File: config.mk
export PLATFORM = sky130hd
export DESIGN_NAME = fpga_cfg_seq
export DESIGN_NICKNAME = d
export VERILOG_FILES = /design/src/rtl/cfg_seq_pkg.sv /design/src/rtl/cfg_sync.sv /design/src/rtl/cfg_poll_timer.sv /design/src/rtl/cfg_bit_shifter.sv /design/src/rtl/fpga_cfg_seq.sv
export SDC_FILE = /design/constraint.sdc
export NUM_CORES = 1
export LEC_CHECK = 0
export BUFFER_PORTS_ARGS = -buffer_cell sky130_fd_sc_hd__buf_2
export CAP_MARGIN = 20
export CORE_MARGIN = 1.5
export CORE_UTILIZATION = 45
export CTS_CLUSTER_DIAMETER = 150
export DETAILED_ROUTE_END_ITERATION = 8
export GPL_TIMING_DRIVEN = 1
export PLACE_DENSITY = 0.61
export SETUP_SLACK_MARGIN = 0.02
export SLEW_MARGIN = 20
export SYNTH_ARGS = -nofsm -noshare
export SYNTH_HDL_FRONTEND = slang
export SYNTH_HIERARCHICAL = 1
export SYNTH_SLANG_ARGS = --single-unit
File: constraint.sdc
create_clock -name clk -period 7.4 [get_ports clk]
set_clock_uncertainty 0.2 [all_clocks]
set_input_delay 1.48 -clock clk [delete_from_list [all_inputs] [get_ports clk]]
set_output_delay 1.48 -clock clk [all_outputs]
set_load 0.05 [all_outputs]
File: src/rtl/cfg_seq_pkg.sv
package cfg_seq_pkg;

   typedef enum logic [2:0] {
      PH_IDLE,
      PH_PROG,
      PH_INIT_REL,
      PH_SHIFT,
      PH_DONE_WAIT
   } phase_t;

   typedef enum logic [1:0] {
      RC_NONE      = 2'd0,
      RC_INIT_LOW  = 2'd1,
      RC_INIT_HIGH = 2'd2,
      RC_DONE      = 2'd3
   } result_t;

endpackage

File: src/rtl/cfg_sync.sv
module cfg_sync #(
   parameter int unsigned      WIDTH   = 2,
   parameter int unsigned      STAGES  = 2,
   parameter logic [WIDTH-1:0] RST_VAL = '0
) (
   input  logic             clk,
   input  logic             rst_n,
   input  logic [WIDTH-1:0] async_i,
   output logic [WIDTH-1:0] sync_o
);

   generate
      if (STAGES < 2) begin : g_bad_stages
         $error("cfg_sync: STAGES must be at least 2");
      end
      if (WIDTH < 1) begin : g_bad_width
         $error("cfg_sync: WIDTH must be at least 1");
      end
   endgenerate

   logic [STAGES-1:0][WIDTH-1:0] chain_q;

   always_ff @(posedge clk or negedge rst_n) begin
      if (!rst_n) begin
         chain_q <= {STAGES{RST_VAL}};
      end else begin
         chain_q[0] <= async_i;
         for (int s = 1; s < STAGES; s++) begin
            chain_q[s] <= chain_q[s-1];
         end
      end
   end

   assign sync_o = chain_q[STAGES-1];

endmodule

File: src/rtl/cfg_poll_timer.sv
module cfg_poll_timer #(
   parameter int unsigned TICK_DIV  = 50000,
   parameter int unsigned MAX_POLLS = 4
) (
   input  logic clk,
   input  logic rst_n,
   input  logic clear_i,
   output logic expired_o
);

   localparam int unsigned TW = (TICK_DIV > 1) ? $clog2(TICK_DIV) : 1;
   localparam int unsigned PW = $clog2(MAX_POLLS + 1);
   localparam logic [TW-1:0] TICK_LAST = TW'(TICK_DIV - 1);
   localparam logic [PW-1:0] POLL_LIM  = PW'(MAX_POLLS);

   generate
      if (TICK_DIV < 1) begin : g_bad_div
         $error("cfg_poll_timer: TICK_DIV must be at least 1");
      end
      if (MAX_POLLS < 1) begin : g_bad_polls
         $error("cfg_poll_timer: MAX_POLLS must be at least 1");
      end
   endgenerate

   logic [TW-1:0] tick_q;
   logic [PW-1:0] poll_q;

   always_ff @(posedge clk or negedge rst_n) begin
      if (!rst_n) begin
         tick_q <= '0;
         poll_q <= '0;
      end else if (clear_i) begin
         tick_q <= '0;
         poll_q <= '0;
      end else if (poll_q != POLL_LIM) begin
         if (tick_q == TICK_LAST) begin
            tick_q <= '0;
            poll_q <= poll_q + 1'b1;
         end else begin
            tick_q <= tick_q + 1'b1;
         end
      end
   end

   assign expired_o = (poll_q == POLL_LIM);

   // an expired window stays expired until the owner restarts it
   assert_expire_sticky_R3: assert property (@(posedge clk) disable iff (!rst_n)
      (expired_o && !clear_i) |=> expired_o);

endmodule

File: src/rtl/cfg_bit_shifter.sv
module cfg_bit_shifter #(
   parameter int unsigned BYTE_W      = 8,
   parameter int unsigned STEP_CYCLES = 1
) (
   input  logic              clk,
   input  logic              rst_n,
   input  logic              enable_i,
   input  logic [BYTE_W-1:0] data_i,
   input  logic              valid_i,
   output logic              ready_o,
   output logic              busy_o,
   output logic              cclk_o,
   output logic              cdata_o
);

   localparam int unsigned BW = $clog2(BYTE_W);

   generate
      if (BYTE_W < 2) begin : g_bad_width
         $error("cfg_bit_shifter: BYTE_W must be at least 2");
      end
      if (STEP_CYCLES < 1) begin : g_bad_step
         $error("cfg_bit_shifter: STEP_CYCLES must be at least 1");
      end
   endgenerate

   logic              busy_q;
   logic [BYTE_W-1:0] sreg_q;
   logic [BW-1:0]     bits_left_q;
   logic [1:0]        step_q;
   logic              step_end;

   generate
      if (STEP_CYCLES == 1) begin : g_fast
         assign step_end = busy_q;
      end else begin : g_slow
         localparam int unsigned SW = $clog2(STEP_CYCLES);
         localparam logic [SW-1:0] DWELL_LAST = SW'(STEP_CYCLES - 1);
         logic [SW-1:0] dwell_q;
         always_ff @(posedge clk or negedge rst_n) begin
            if (!rst_n) begin
               dwell_q <= '0;
            end else if (!busy_q || dwell_q == DWELL_LAST) begin
               dwell_q <= '0;
            end else begin
               dwell_q <= dwell_q + 1'b1;
            end
         end
         assign step_end = busy_q && (dwell_q == DWELL_LAST);
      end
   endgenerate

   assign ready_o = enable_i && !busy_q;
   assign busy_o  = busy_q;

   always_ff @(posedge clk or negedge rst_n) begin
      if (!rst_n) begin
         busy_q      <= 1'b0;
         sreg_q      <= '0;
         bits_left_q <= '0;
         step_q      <= 2'd0;
      end else if (!busy_q) begin
         if (valid_i && ready_o) begin
            busy_q      <= 1'b1;
            sreg_q      <= data_i;
            bits_left_q <= BW'(BYTE_W - 1);
            step_q      <= 2'd0;
         end
      end else if (step_end) begin
         if (step_q == 2'd3) begin
            step_q <= 2'd0;
            if (bits_left_q == '0) begin
               busy_q <= 1'b0;
            end else begin
               bits_left_q <= bits_left_q - 1'b1;
               sreg_q      <= {sreg_q[BYTE_W-2:0], 1'b0};
            end
         end else begin
            step_q <= step_q + 2'd1;
         end
      end
   end

   always_comb begin
      cclk_o  = 1'b0;
      cdata_o = 1'b1;
      if (busy_q) begin
         unique case (step_q)
            2'd0: begin cclk_o = 1'b0; cdata_o = 1'b1;             end
            2'd1: begin cclk_o = 1'b0; cdata_o = sreg_q[BYTE_W-1]; end
            2'd2: begin cclk_o = 1'b1; cdata_o = sreg_q[BYTE_W-1]; end
            default: begin cclk_o = 1'b1; cdata_o = 1'b1;          end
         endcase
      end
   end

   // data is held across every rising clock edge
   assert_data_held_on_rise_R5: assert property (@(posedge clk) disable iff (!rst_n)
      $rose(cclk_o) |-> $stable(cdata_o));

   // data is back high before every falling clock edge
   assert_data_high_on_fall_R5: assert property (@(posedge clk) disable iff (!rst_n)
      $fell(cclk_o) |-> $past(cdata_o));

endmodule

File: src/rtl/fpga_cfg_seq.sv
module fpga_cfg_seq
   import cfg_seq_pkg::*;
#(
   parameter int unsigned BYTE_W      = 8,
   parameter int unsigned TICK_DIV    = 50000,
   parameter int unsigned MAX_POLLS   = 4,
   parameter int unsigned STEP_CYCLES = 1,
   parameter int unsigned SYNC_STAGES = 2
) (
   input  logic              clk,
   input  logic              rst_n,
   input  logic              start_i,
   input  logic [BYTE_W-1:0] byte_data_i,
   input  logic              byte_valid_i,
   input  logic              byte_last_i,
   output logic              byte_ready_o,
   output logic              prog_n_o,
   output logic              cclk_o,
   output logic              cdata_o,
   input  logic              tgt_init_i,
   input  logic              tgt_done_i,
   output logic              busy_o,
   output logic              ok_o,
   output logic              err_o,
   output logic [1:0]        err_code_o
);

   generate
      if (SYNC_STAGES < 2) begin : g_bad_sync
         $error("fpga_cfg_seq: SYNC_STAGES must be at least 2");
      end
   endgenerate

   // synchronised target status: bit 0 init, bit 1 done
   logic [1:0] tgt_s;
   logic       init_s;
   logic       done_s;

   cfg_sync #(
      .WIDTH  (2),
      .STAGES (SYNC_STAGES),
      .RST_VAL(2'b01)
   ) u_sync (
      .clk    (clk),
      .rst_n  (rst_n),
      .async_i({tgt_done_i, tgt_init_i}),
      .sync_o (tgt_s)
   );

   assign init_s = tgt_s[0];
   assign done_s = tgt_s[1];

   phase_t  phase_q, phase_d;
   logic    last_seen_q;
   logic    ok_q, err_q;
   result_t code_q;
   logic    fin_ok, fin_err;
   result_t fin_code;
   logic    expired;
   logic    timer_clr;

   logic    sh_enable, sh_ready, sh_busy, sh_clk, sh_dat;

   assign timer_clr = (phase_d != phase_q);

   cfg_poll_timer #(
      .TICK_DIV (TICK_DIV),
      .MAX_POLLS(MAX_POLLS)
   ) u_timer (
      .clk      (clk),
      .rst_n    (rst_n),
      .clear_i  (timer_clr),
      .expired_o(expired)
   );

   assign sh_enable = (phase_q == PH_SHIFT) && !last_seen_q;

   cfg_bit_shifter #(
      .BYTE_W     (BYTE_W),
      .STEP_CYCLES(STEP_CYCLES)
   ) u_shift (
      .clk     (clk),
      .rst_n   (rst_n),
      .enable_i(sh_enable),
      .data_i  (byte_data_i),
      .valid_i (byte_valid_i),
      .ready_o (sh_ready),
      .busy_o  (sh_busy),
      .cclk_o  (sh_clk),
      .cdata_o (sh_dat)
   );

   always_comb begin
      phase_d  = phase_q;
      fin_ok   = 1'b0;
      fin_err  = 1'b0;
      fin_code = RC_NONE;
      unique case (phase_q)
         PH_IDLE: begin
            if (start_i) phase_d = PH_PROG;
         end
         PH_PROG: begin
            if (!init_s) begin
               phase_d = PH_INIT_REL;
            end else if (expired) begin
               phase_d  = PH_IDLE;
               fin_err  = 1'b1;
               fin_code = RC_INIT_LOW;
            end
         end
         PH_INIT_REL: begin
            if (init_s) begin
               phase_d = PH_SHIFT;
            end else if (expired) begin
               phase_d  = PH_IDLE;
               fin_err  = 1'b1;
               fin_code = RC_INIT_HIGH;
            end
         end
         PH_SHIFT: begin
            if (last_seen_q && !sh_busy) phase_d = PH_DONE_WAIT;
         end
         PH_DONE_WAIT: begin
            if (done_s) begin
               phase_d = PH_IDLE;
               fin_ok  = 1'b1;
            end else if (expired) begin
               phase_d  = PH_IDLE;
               fin_err  = 1'b1;
               fin_code = RC_DONE;
            end
         end
         default: phase_d = PH_IDLE;
      endcase
   end

   always_ff @(posedge clk or negedge rst_n) begin
      if (!rst_n) begin
         phase_q     <= PH_IDLE;
         last_seen_q <= 1'b0;
         ok_q        <= 1'b0;
         err_q       <= 1'b0;
         code_q      <= RC_NONE;
      end else begin
         phase_q <= phase_d;
         if (phase_q == PH_IDLE && start_i) begin
            last_seen_q <= 1'b0;
            ok_q        <= 1'b0;
            err_q       <= 1'b0;
            code_q      <= RC_NONE;
         end
         if (byte_valid_i && sh_ready && byte_last_i) last_seen_q <= 1'b1;
         if (fin_ok) ok_q <= 1'b1;
         if (fin_err) begin
            err_q  <= 1'b1;
            code_q <= fin_code;
         end
      end
   end

   assign byte_ready_o = sh_ready;
   assign prog_n_o     = (phase_q != PH_PROG);
   assign cclk_o       = (phase_q == PH_SHIFT)     ? sh_clk :
                         (phase_q == PH_DONE_WAIT) ? 1'b0   : 1'b1;
   assign cdata_o      = (phase_q == PH_SHIFT) ? sh_dat : 1'b1;
   assign busy_o       = (phase_q != PH_IDLE);
   assign ok_o         = ok_q;
   assign err_o        = err_q;
   assign err_code_o   = code_q;

   // program falls only out of idle, with clock and data high
   assert_prog_pulse_R2: assert property (@(posedge clk) disable iff (!rst_n)
      $fell(prog_n_o) |-> (cclk_o && cdata_o && $past(!busy_o)));

   // code 1 only ends a program-low phase
   assert_init_low_code_R3: assert property (@(posedge clk) disable iff (!rst_n)
      ($rose(err_o) && err_code_o == 2'd1) |-> $past(!prog_n_o));

   // code 2 only after program release while init is still low
   assert_init_high_code_R4: assert property (@(posedge clk) disable iff (!rst_n)
      ($rose(err_o) && err_code_o == 2'd2) |-> ($past(prog_n_o) && $past(!init_s)));

   // offering to take a byte implies the parked pin shape
   assert_stall_shape_R7: assert property (@(posedge clk) disable iff (!rst_n)
      byte_ready_o |-> (!cclk_o && cdata_o));

   // code 3 only ends the final wait, where the clock rests low
   assert_done_code_R8: assert property (@(posedge clk) disable iff (!rst_n)
      ($rose(err_o) && err_code_o == 2'd3) |-> $past(!cclk_o));

   // success follows a seen done and never coexists with failure
   assert_ok_on_done_R9: assert property (@(posedge clk) disable iff (!rst_n)
      $rose(ok_o) |-> ($past(done_s) && !err_o));

   // results hold while idle
   assert_hold_result_R10: assert property (@(posedge clk) disable iff (!rst_n)
      (!busy_o && $past(!busy_o)) |-> ($stable(err_code_o) && $stable(ok_o) && $stable(err_o)));

endmodule

==> flow_summary.json, run 1 <==
{
  "outcome": "finished clean",
  "cts_resized": 0,
  "required_ns": 5.72,
  "gp_congestion": 0.7806,
  "initial_core_util_pct": 46.30,
  "grt_overflow": 0,
  "grt_setup_unrepaired": "false",
  "synth_top_cells_by_area": "dfrtp_1 42%, mux2_2 5.3%, nor2_1 3.3%",
  "cts.reportedPaths.clkPinSlew_ns": 0.08,
  "cts_buffers": 5,
  "synth_commonest_cells": "43 x dfrtp_1, 22 x nor2_1, 21 x nand2_1, 14 x a21oi_1, 14 x nand3_1",
  "drv_cap": 0,
  "viasPerCell": 5.478,
  "ys_seq_area_share_pct": 44.54,
  "synth_cells": 252,
  "postCtsHoldBufs": 0,
  "grtUsageTotal_pct": 17.03,
  "cts-root-buf": "clkbuf_8",
  "final_cell_area_mm2": 0.002749,
  "grt_pass1_wl_um": 8211,
  "cts_tree": "built",
  "synthXorXnorAreaFrac_pct": 3.111,
  "io_buffers": 23,
  "fin_ws_ns": 3.828,
  "r2r-start": "u_timer/poll_q[0]",
  "p_total_mw": 0.9073,
  "hold_viol_final": 0,
  "die_w_um": 78.04,
  "worstMarginPinSlew_ns": 0.6856,
  "min_period_over_period_pct": 48.27,
  "tns_ns": 0,
  "drt_iter0_drc": 111,
  "syn_area_per_cell_um2": 10.05,
  "arrival_ns": 1.89,
  "yosysMostFrequentCell": "dfrtp_1",
  "grt_pass1_vias": 1812,
  "power_leakage_nw": 1.159,
  "placed_cells": 333,
  "synth_top_area_cell": "dfrtp_1",
  "clock_path_buffers": 2,
  "synth_top_family_by_area": "simple AND/OR/NAND/NOR gates",
  "grt_max_degree": 46,
  "synth_fp_nets": 273,
  "drv_slew": 0,
  "rows": 27,
  "postCtsSetupBuffers": 0,
  "powerDensity_mw_per_mm2": 330.0,
  "synth_compound_area_share_pct": 12.84,
  "layout-drive-gt1-share_pct": 24.54,
  "syn_area_mm2": 0.002534,
  "die_h_um": 78.04,
  "r2r_cells": 12,
  "clock_latency_ns": 0.29,
  "synth_seq_cells": 45,
  "async_flop_share_pct": 100.0,
  "start_kind": "register",
  "synthMuxAreaShare_pct": 6.914,
  "yosys.area_share.simple_pct": 23.11,
  "ios": 24,
  "vias": 1868,
  "crit_path_start": "u_shift/busy_o",
  "antenna_found_initial": 0,
  "htree_num_levels": 2,
  "synth_top_flop_cell": "dfrtp_1",
  "drt_first_pass_iters": 4,
  "cts.sinks": 45,
  "core_area_mm2": 0.005473,
  "ant_nets": 0,
  "dp_hpwl_um": 3155,
  "min_period_ns": 3.572,
  "drc": 0,
  "r2r_end": "u_timer/tick_q[9]",
  "place_area_mm2": 0.002626,
  "slew-limit-headroom_pct": 54.09,
  "diodes": 0,
  "finalSetupViolCount": 0,
  "synth_edf_count": 0,
  "irDropWorstVdd_uv": 174.8,
  "fin_nets": 289,
  "die-area_mm2": 0.006089,
  "totalWireLength_um": 4625,
  "synthAdderAreaFrac_pct": 2.963,
  "crit_type": "register to output port",
  "hp-class": "register to register",
  "pre_cts_ws_ns": 3.726,
  "cp-end-kind": "output port",
  "area_growth_pct": 8.494,
  "synth_cell_type_count": 59,
  "endpoint": "cdata_o",
  "reg2reg_setup_slack_ns": 4.22,
  "synth_top_area_share_pct": 42.47,
  "yosys_warnings": 6,
  "cp_max_fo": 19,
  "fmax_ghz": 0.2800,
  "wl_per_cell_um": 13.56,
  "fin_cells": 341
}
==> power by group <==
group,switching (mW),internal [mW],total [mW]
Clock,0.0811,0.110,0.191
Sequential,0.0671,0.301,0.368
Combinational,0.198,0.150,0.348
Total,0.346,0.561,0.907
==> cells by family after synthesis <==
| group | count (synthesis) |
|---|---|
| mux | 15 |
| buf+inv | 28 |
| simple gates | 101 |
| flops | 45 |
| fa+ha+maj | 6 |
| xor+xnor | 9 |
| compound gates | 48 |
==> critical path: stages, from the launching register on <==
cell and delay [ns]:
dfrtp_1 0.74, nand2_1 0.14, or2_2 0.29, or2_1 0.22, buf_2 0.21
==> sequential cells by signal, summed over array words and instances (netlist names) <==
register	flops
err_code_o	2
err_o	1
last_seen_q	1
ok_o	1
phase_q	3
u_shift/bits_left_q	3
u_shift/busy_o	1
u_shift/sreg_q	8
u_shift/step_q	2
u_sync/chain_q	2
u_sync/sync_o	2
u_timer/poll_q	3
u_timer/tick_q	16
==> layer usage <==
layer / global-route usage (%) / wire, um / share of wire [%] / up-vias
met4: 6.250 / 66 / 1.4 / 0
li1: - / - / - / 930
met2: 28.00 / 2211 / 48 / 37
met3: 4.070 / 165 / 3.6 / 6
met5: 0 / 0 / 0 / -
met1: 21.84 / 2181 / 47 / 895
==> final cells by class <==
| cell class | count | area (um2) |
|---|---|---|
| well taps | 72 | 90.09 |
| clock buffers | 7 | 86.33 |
| flip-flops and latches | 45 | 1129 |
| fillers | 516 | 2724 |
| inverters | 14 | 52.55 |
| multi-input cells | 179 | 1244 |
| repair buffers | 23 | 117.6 |
| clock inverters | 1 | 30.03 |
==> how the worst min path moves through the flow <==
stage	startpoint	endpoint	slack, ns	depth (start not counted)
6_report	u_sync/chain_q[0]	u_sync/sync_o[0]	0.16	0
5_1_grt	u_sync/chain_q[0]	u_sync/sync_o[0]	0.16	0
4_1_cts	u_sync/chain_q[0]	u_sync/sync_o[0]	0.16	0
3_5_place_dp	u_sync/chain_q[1]	u_sync/sync_o[1]	0.14	0
3_3_place_gp	u_sync/chain_q[1]	u_sync/sync_o[1]	0.14	0
2_1_floorplan	u_sync/chain_q[1]	u_sync/sync_o[1]	0.13	0
==> cells in the final DEF, fill, tap and decap left out, types with 3 or more instances in the layout <==
cell type	count
dfrtp_1	43
nor2_1	22
buf_2	22
nand2_1	21
nand3_1	14
a21oi_1	14
mux2_2	12
inv_1	11
o21ai_0	10
o31ai_1	6
clkbuf_8	6
ha_1	6
nor4_1	6
xnor2_1	6
nand4_1	5
nor3_1	3
or3_1	3
xor2_1	3
==> stage by stage <==
stage,util [%],hold WS [ns]
after floorplan,-,0.1312
after global placement,47.99,0.1375
after detailed placement,47.99,0.1428
after CTS,50.11,0.1597
after global routing,50.23,0.1611
final,50.23,0.1581
No activity file was read; power rests on OpenSTA's default activity.
==> run 2: changes to the inputs <==
==> constraint.sdc (replaced) <==
create_clock -name clk -period 3.5 [get_ports clk]
set_clock_uncertainty 0.2 [all_clocks]
set_input_delay 0.7 -clock clk [delete_from_list [all_inputs] [get_ports clk]]
set_output_delay 0.7 -clock clk [all_outputs]
set_load 0.05 [all_outputs]
==> flow_summary.json, run 2 (synthesis results as in run 1) <==
{
  "outcome": "finished clean",
  "reg_top3": "u_timer/tick_q: 16 flops, u_shift/sreg_q: 8 flops",
  "min_period_over_period_pct": 84.61,
  "drt_first_pass_iters": 4,
  "drv_slew": 0,
  "drv_cap": 0,
  "cts_buffers": 5,
  "fin_ws_ns": 0.5387,
  "ios": 24,
  "use_met2_pct": 27.13,
  "htree_num_levels": 2,
  "slowest_delay_ns": 0.59,
  "grtUsageTotal_pct": 16.45,
  "finalSetupViolCount": 0,
  "slew-limit-headroom_pct": 28.58,
  "hold_slack_ns": 0.1504,
  "final_common_cell": "dfrtp_1",
  "grt_pass1_vias": 1791,
  "grt_max_degree": 46,
  "cts-root-buf": "clkbuf_8",
  "core_area_mm2": 0.005473,
  "grtUsageMet3_pct": 3.605,
  "diodes": 0,
  "clock_latency_ns": 0.29,
  "p_total_mw": 1.821,
  "hp-class": "register to register",
  "drt_iter0_drc": 57,
  "cts.reportedPaths.clkPinSlew_ns": 0.08,
  "die-area_mm2": 0.006089,
  "layout-drive-gt1-share_pct": 24.35,
  "power_leakage_nw": 1.149,
  "worstMarginPinSlew_ns": 1.069,
  "cts_resized": 0,
  "start_kind": "register",
  "fin_nets": 291,
  "fmax_ghz": 0.3377,
  "dp_hpwl_um": 3131,
  "cts_tree": "built",
  "gp_congestion": 0.8025,
  "area_growth_pct": 7.555,
  "final_cell_area_mm2": 0.002725,
  "ant_nets": 0,
  "cp_max_fo": 10,
  "wl_per_cell_um": 13.12,
  "viasPerCell": 5.332,
  "grt_most_used_layer": "met2",
  "most-common-layout-cells": "43 x dfrtp_1, 22 x nor2_1, 22 x buf_2",
  "grt_setup_unrepaired": "false",
  "tns_ns": 0,
  "irDropWorstVdd_uv": 403.2,
  "pre_cts_ws_ns": 0.5622,
  "crit_type": "register to register",
  "initial_core_util_pct": 46.30,
  "cp-end-kind": "register",
  "cts.sinks": 45,
  "die_h_um": 78.04,
  "min_period_ns": 2.961,
  "clock_path_buffers": 2,
  "crit_top_cell": "inv_1",
  "hold_viol_final": 0,
  "vias": 1829,
  "postCtsSetupBuffers": 0,
  "rows": 27,
  "io_buffers": 23,
  "utilization_pct": 49.79,
  "die_w_um": 78.04,
  "powerDensity_mw_per_mm2": 668.3,
  "totalWireLength_um": 4501,
  "grt_use_met1_pct": 21.52,
  "antenna_found_initial": 0,
  "grt_overflow": 0,
  "grt_pass1_wl_um": 8093,
  "arrival_ns": 2.97,
  "postCtsHoldBufs": 0,
  "place_area_mm2": 0.002641,
  "fin_cells": 343,
  "placed_cells": 335,
  "regMostFlops": "u_timer/tick_q",
  "cpMaxStageDelayCell": "o211ai_1",
  "required_ns": 3.51,
  "path_cells": "inv_1 > ha_1 > nand2_1 > clkinv_1 > inv_1 > o211ai_1 > nand3b_1 > nand2b_1 > or4_4 > a21oi_2",
  "drc": 0,
  "largest_register_ffs": 16
}
-- run 2: changes by cell type in the layout (fill, tap and decap cells not counted) --
cell       change
buf_4          +2
bufinv_16      -1
clkbuf_1       +1
clkbuf_8       -1
clkinv_2       +1
o21bai_1       +1
o21bai_2       -1
-- run 2: final timing paths --
| check | start | to | slack (ns) | cells after the start |
|---|---|---|---|---|
| worst min-delay path | u_sync/chain_q[1] | u_sync/sync_o[1] | 0.15 | 0 |
| max in group asynchronous | rst_n | err_code_o[0] | 2.51 | 1 |
| worst max-delay path | u_timer/poll_q[0] | u_timer/tick_q[15] | 0.54 | 10 |
| min in group asynchronous | rst_n | u_timer/tick_q[10] | 0.20 | 1 |
| worst min register to register | u_sync/chain_q[1] | u_sync/sync_o[1] | 0.15 | 0 |
| worst max register to register | u_timer/poll_q[0] | u_timer/tick_q[15] | 0.54 | 10 |
-- run 2: metal layers --
layer / vias up / wire (um) / part of all wire (%)
met4: 0 / 48 / 1.1
met3: 4 / 129 / 2.9
met5: - / 0 / 0
met2: 26 / 2132 / 47
li1: 937 / - / -
met1: 862 / 2190 / 49
-- run 2: power breakdown --
group          internal, mW  leakage (nW)  total [mW]  switching (mW)
Sequential            0.637         0.582       0.748           0.111
Clock                 0.140        0.0422       0.310           0.169
Combinational         0.319         0.526       0.763           0.445
-- run 2: layout make-up --
type / instances / area (um2)
fill: 538 / 2748
clock buffer: 7 / 76.32
timing repair buffer: 25 / 132.6
tap: 72 / 90.09
clock inverter: 1 / 5.005
sequential: 45 / 1129
multi-input combinational: 179 / 1240
inverter: 14 / 52.55
-- run 2: critical path: cells and delay by family (launching register included) --
| kind | cells | cell delay (ns) |
|---|---|---|
| fa+ha+maj | 1 | 0.19 |
| flops | 1 | 0.41 |
| buf+inv | 3 | 0.23 |
| compound gates | 2 | 0.72 |
| simple gates | 4 | 1.13 |
==> run 3: changes to the inputs <==
==> constraint.sdc (replaced) <==
create_clock -name clk -period 2.8 [get_ports clk]
set_clock_uncertainty 0.2 [all_clocks]
set_input_delay 0.56 -clock clk [delete_from_list [all_inputs] [get_ports clk]]
set_output_delay 0.56 -clock clk [all_outputs]
set_load 0.05 [all_outputs]
==> flow_summary.json, run 3 (synthesis results as in run 1) <==
{
  "outcome": "finished clean",
  "grt_setup_unrepaired": "false",
  "slew-limit-headroom_pct": 74.95,
  "hp-start": "tgt_init_i",
  "initial_core_util_pct": 46.30,
  "antenna_found_initial": 0,
  "diodes": 0,
  "swShare_pct": 38.98,
  "area_growth_pct": 12.35,
  "cts.sinks": 45,
  "min_period_ns": 2.606,
  "reg2reg_setup_slack_ns": 0.19,
  "powerDensity_mw_per_mm2": 870.0,
  "ios": 24,
  "r2r_end": "u_timer/tick_q[13]",
  "reg_top3": "u_timer/tick_q: 16 flops, u_shift/sreg_q: 8 flops",
  "drc": 0,
  "hp-class": "input port to register",
  "cp_num_buf_inv": 2,
  "crit_type": "register to register",
  "grt_overflow": 0,
  "most-common-layout-cells": "43 x dfrtp_1, 23 x buf_2, 22 x nor2_1",
  "rows": 27,
  "path_cells": "inv_1 > ha_2 > nand2_2 > clkinv_1 > nor2_1 > a22oi_2 > o31ai_1 > o211ai_1 > nand3b_1 > nand2b_4 > or4_1 > a21oi_1",
  "finalSetupViolCount": 0,
  "whs_endpoint": "u_sync/chain_q[0]",
  "dp_hpwl_um": 3424,
  "wl_per_cell_um": 13.35,
  "r2r_cells": 12,
  "power.share.sequential_pct": 37.0,
  "p_total_mw": 2.476,
  "p_switching_mw": 0.9653,
  "utilization_pct": 52.01,
  "die_h_um": 78.04,
  "drv_cap": 0,
  "die-area_mm2": 0.006089,
  "r2r-start": "u_timer/poll_q[0]",
  "irDropWorstVdd_uv": 595.3,
  "htree_num_levels": 2,
  "cp_max_fo": 9,
  "cts_buffers": 5,
  "fillCellCount": 529,
  "p_int_mw": 1.511,
  "core_area_mm2": 0.005473,
  "largest_register_ffs": 16,
  "drt_iter0_drc": 77,
  "min_period_over_period_pct": 93.07,
  "required_ns": 2.82,
  "grt_pass1_vias": 1768,
  "cts-root-buf": "clkbuf_8",
  "gp_congestion": 0.7814,
  "cp-end-kind": "register",
  "tns_ns": 0,
  "min_path_cells": 1,
  "path_delay_family": "simple AND/OR/NAND/NOR gates",
  "cts.reportedPaths.clkPinSlew_ns": 0.09,
  "cts_tree": "built",
  "slowest_delay_ns": 0.52,
  "fin_nets": 303,
  "start_kind": "register",
  "drt_first_pass_iters": 4,
  "layout-drive-gt1-share_pct": 28.98,
  "worstMarginPinSlew_ns": 0.3758,
  "die_w_um": 78.04,
  "power_leakage_nw": 1.226,
  "grt_max_degree": 19,
  "pwr-share-comb_pct": 45.2,
  "ant_nets": 0,
  "viasPerCell": 5.355,
  "drv_slew": 0,
  "regMostFlops": "u_timer/tick_q",
  "clkPwrFrac_pct": 17.8,
  "clock_path_buffers": 2,
  "hold_viol_final": 0,
  "grt_pass1_wl_um": 8190,
  "cpMaxStageDelayCell": "or4_1",
  "io_buffers": 23,
  "vias": 1901,
  "clock_latency_ns": 0.30,
  "grtUsageTotal_pct": 16.98,
  "arrival_ns": 2.63,
  "final_common_cell": "dfrtp_1",
  "totalWireLength_um": 4739,
  "fmax_ghz": 0.3837
}
[run 3: how the worst max path moves through the flow]
stage	from	endpoint	slack, ns	depth (start not counted)
detailed placement	u_timer/poll_q[0]	u_timer/tick_q[13]	0.11	12
floorplan	u_timer/poll_q[0]	u_timer/tick_q[15]	0.11	14
global placement	u_timer/poll_q[0]	u_timer/tick_q[15]	0.19	12
global route	u_timer/poll_q[0]	u_timer/tick_q[14]	0.03	12
finish	u_timer/poll_q[0]	u_timer/tick_q[13]	0.19	12
CTS	u_timer/poll_q[0]	u_timer/tick_q[13]	0.07	12
[run 3: per-stage QoR]
stage               worst slack (ns)  cell area [um2]  hold WS (ns)  cells
finish                        0.1941             2846        0.1464    355
detailed placement            0.1093             2716        0.1397    345
floorplan                     0.1078             2534       0.06441    252
CTS                          0.07097             2826        0.1343    354
global placement              0.1947             2716        0.1345    345
global route                 0.03068             2846        0.1294    355
[run 3: final cells by class]
class / instances / area (um2) / area share (%)
multi-input cells: 179 / 1252 / 44.00
flip-flops and latches: 45 / 1129 / 39.65
repair buffers: 37 / 222.7 / 7.824
well taps: 72 / 90.09 / 3.165
clock buffers: 6 / 82.58 / 2.901
inverters: 14 / 52.55 / 1.846
clock inverters: 2 / 17.52 / 0.6154
[run 3: what timing repair did]
action,in CTS,in global routing
setup endpoints to repair,0,9
hold endpoints to repair,15,0
buffers inserted,0,1
gates resized for setup,0,4
hold buffers,1,0
[run 3: power groups by stage]
stage,logic (mW),registers (mW),clock network [mW]
after global placement,1.10,0.925,0
final,1.12,0.915,0.442
after detailed placement,1.10,0.927,0
after CTS,1.11,0.916,0.457
after floorplan,0.879,0.915,0
after global routing,1.24,0.939,0.478
[run 3: routing by layer]
metal	global-route usage, %	routed length (um)	part of all wire, %
met3	3.488	164	3.5
met4	5.893	55	1.2
met2	28.17	2256	48
met5	0	0	0
met1	22.11	2263	48
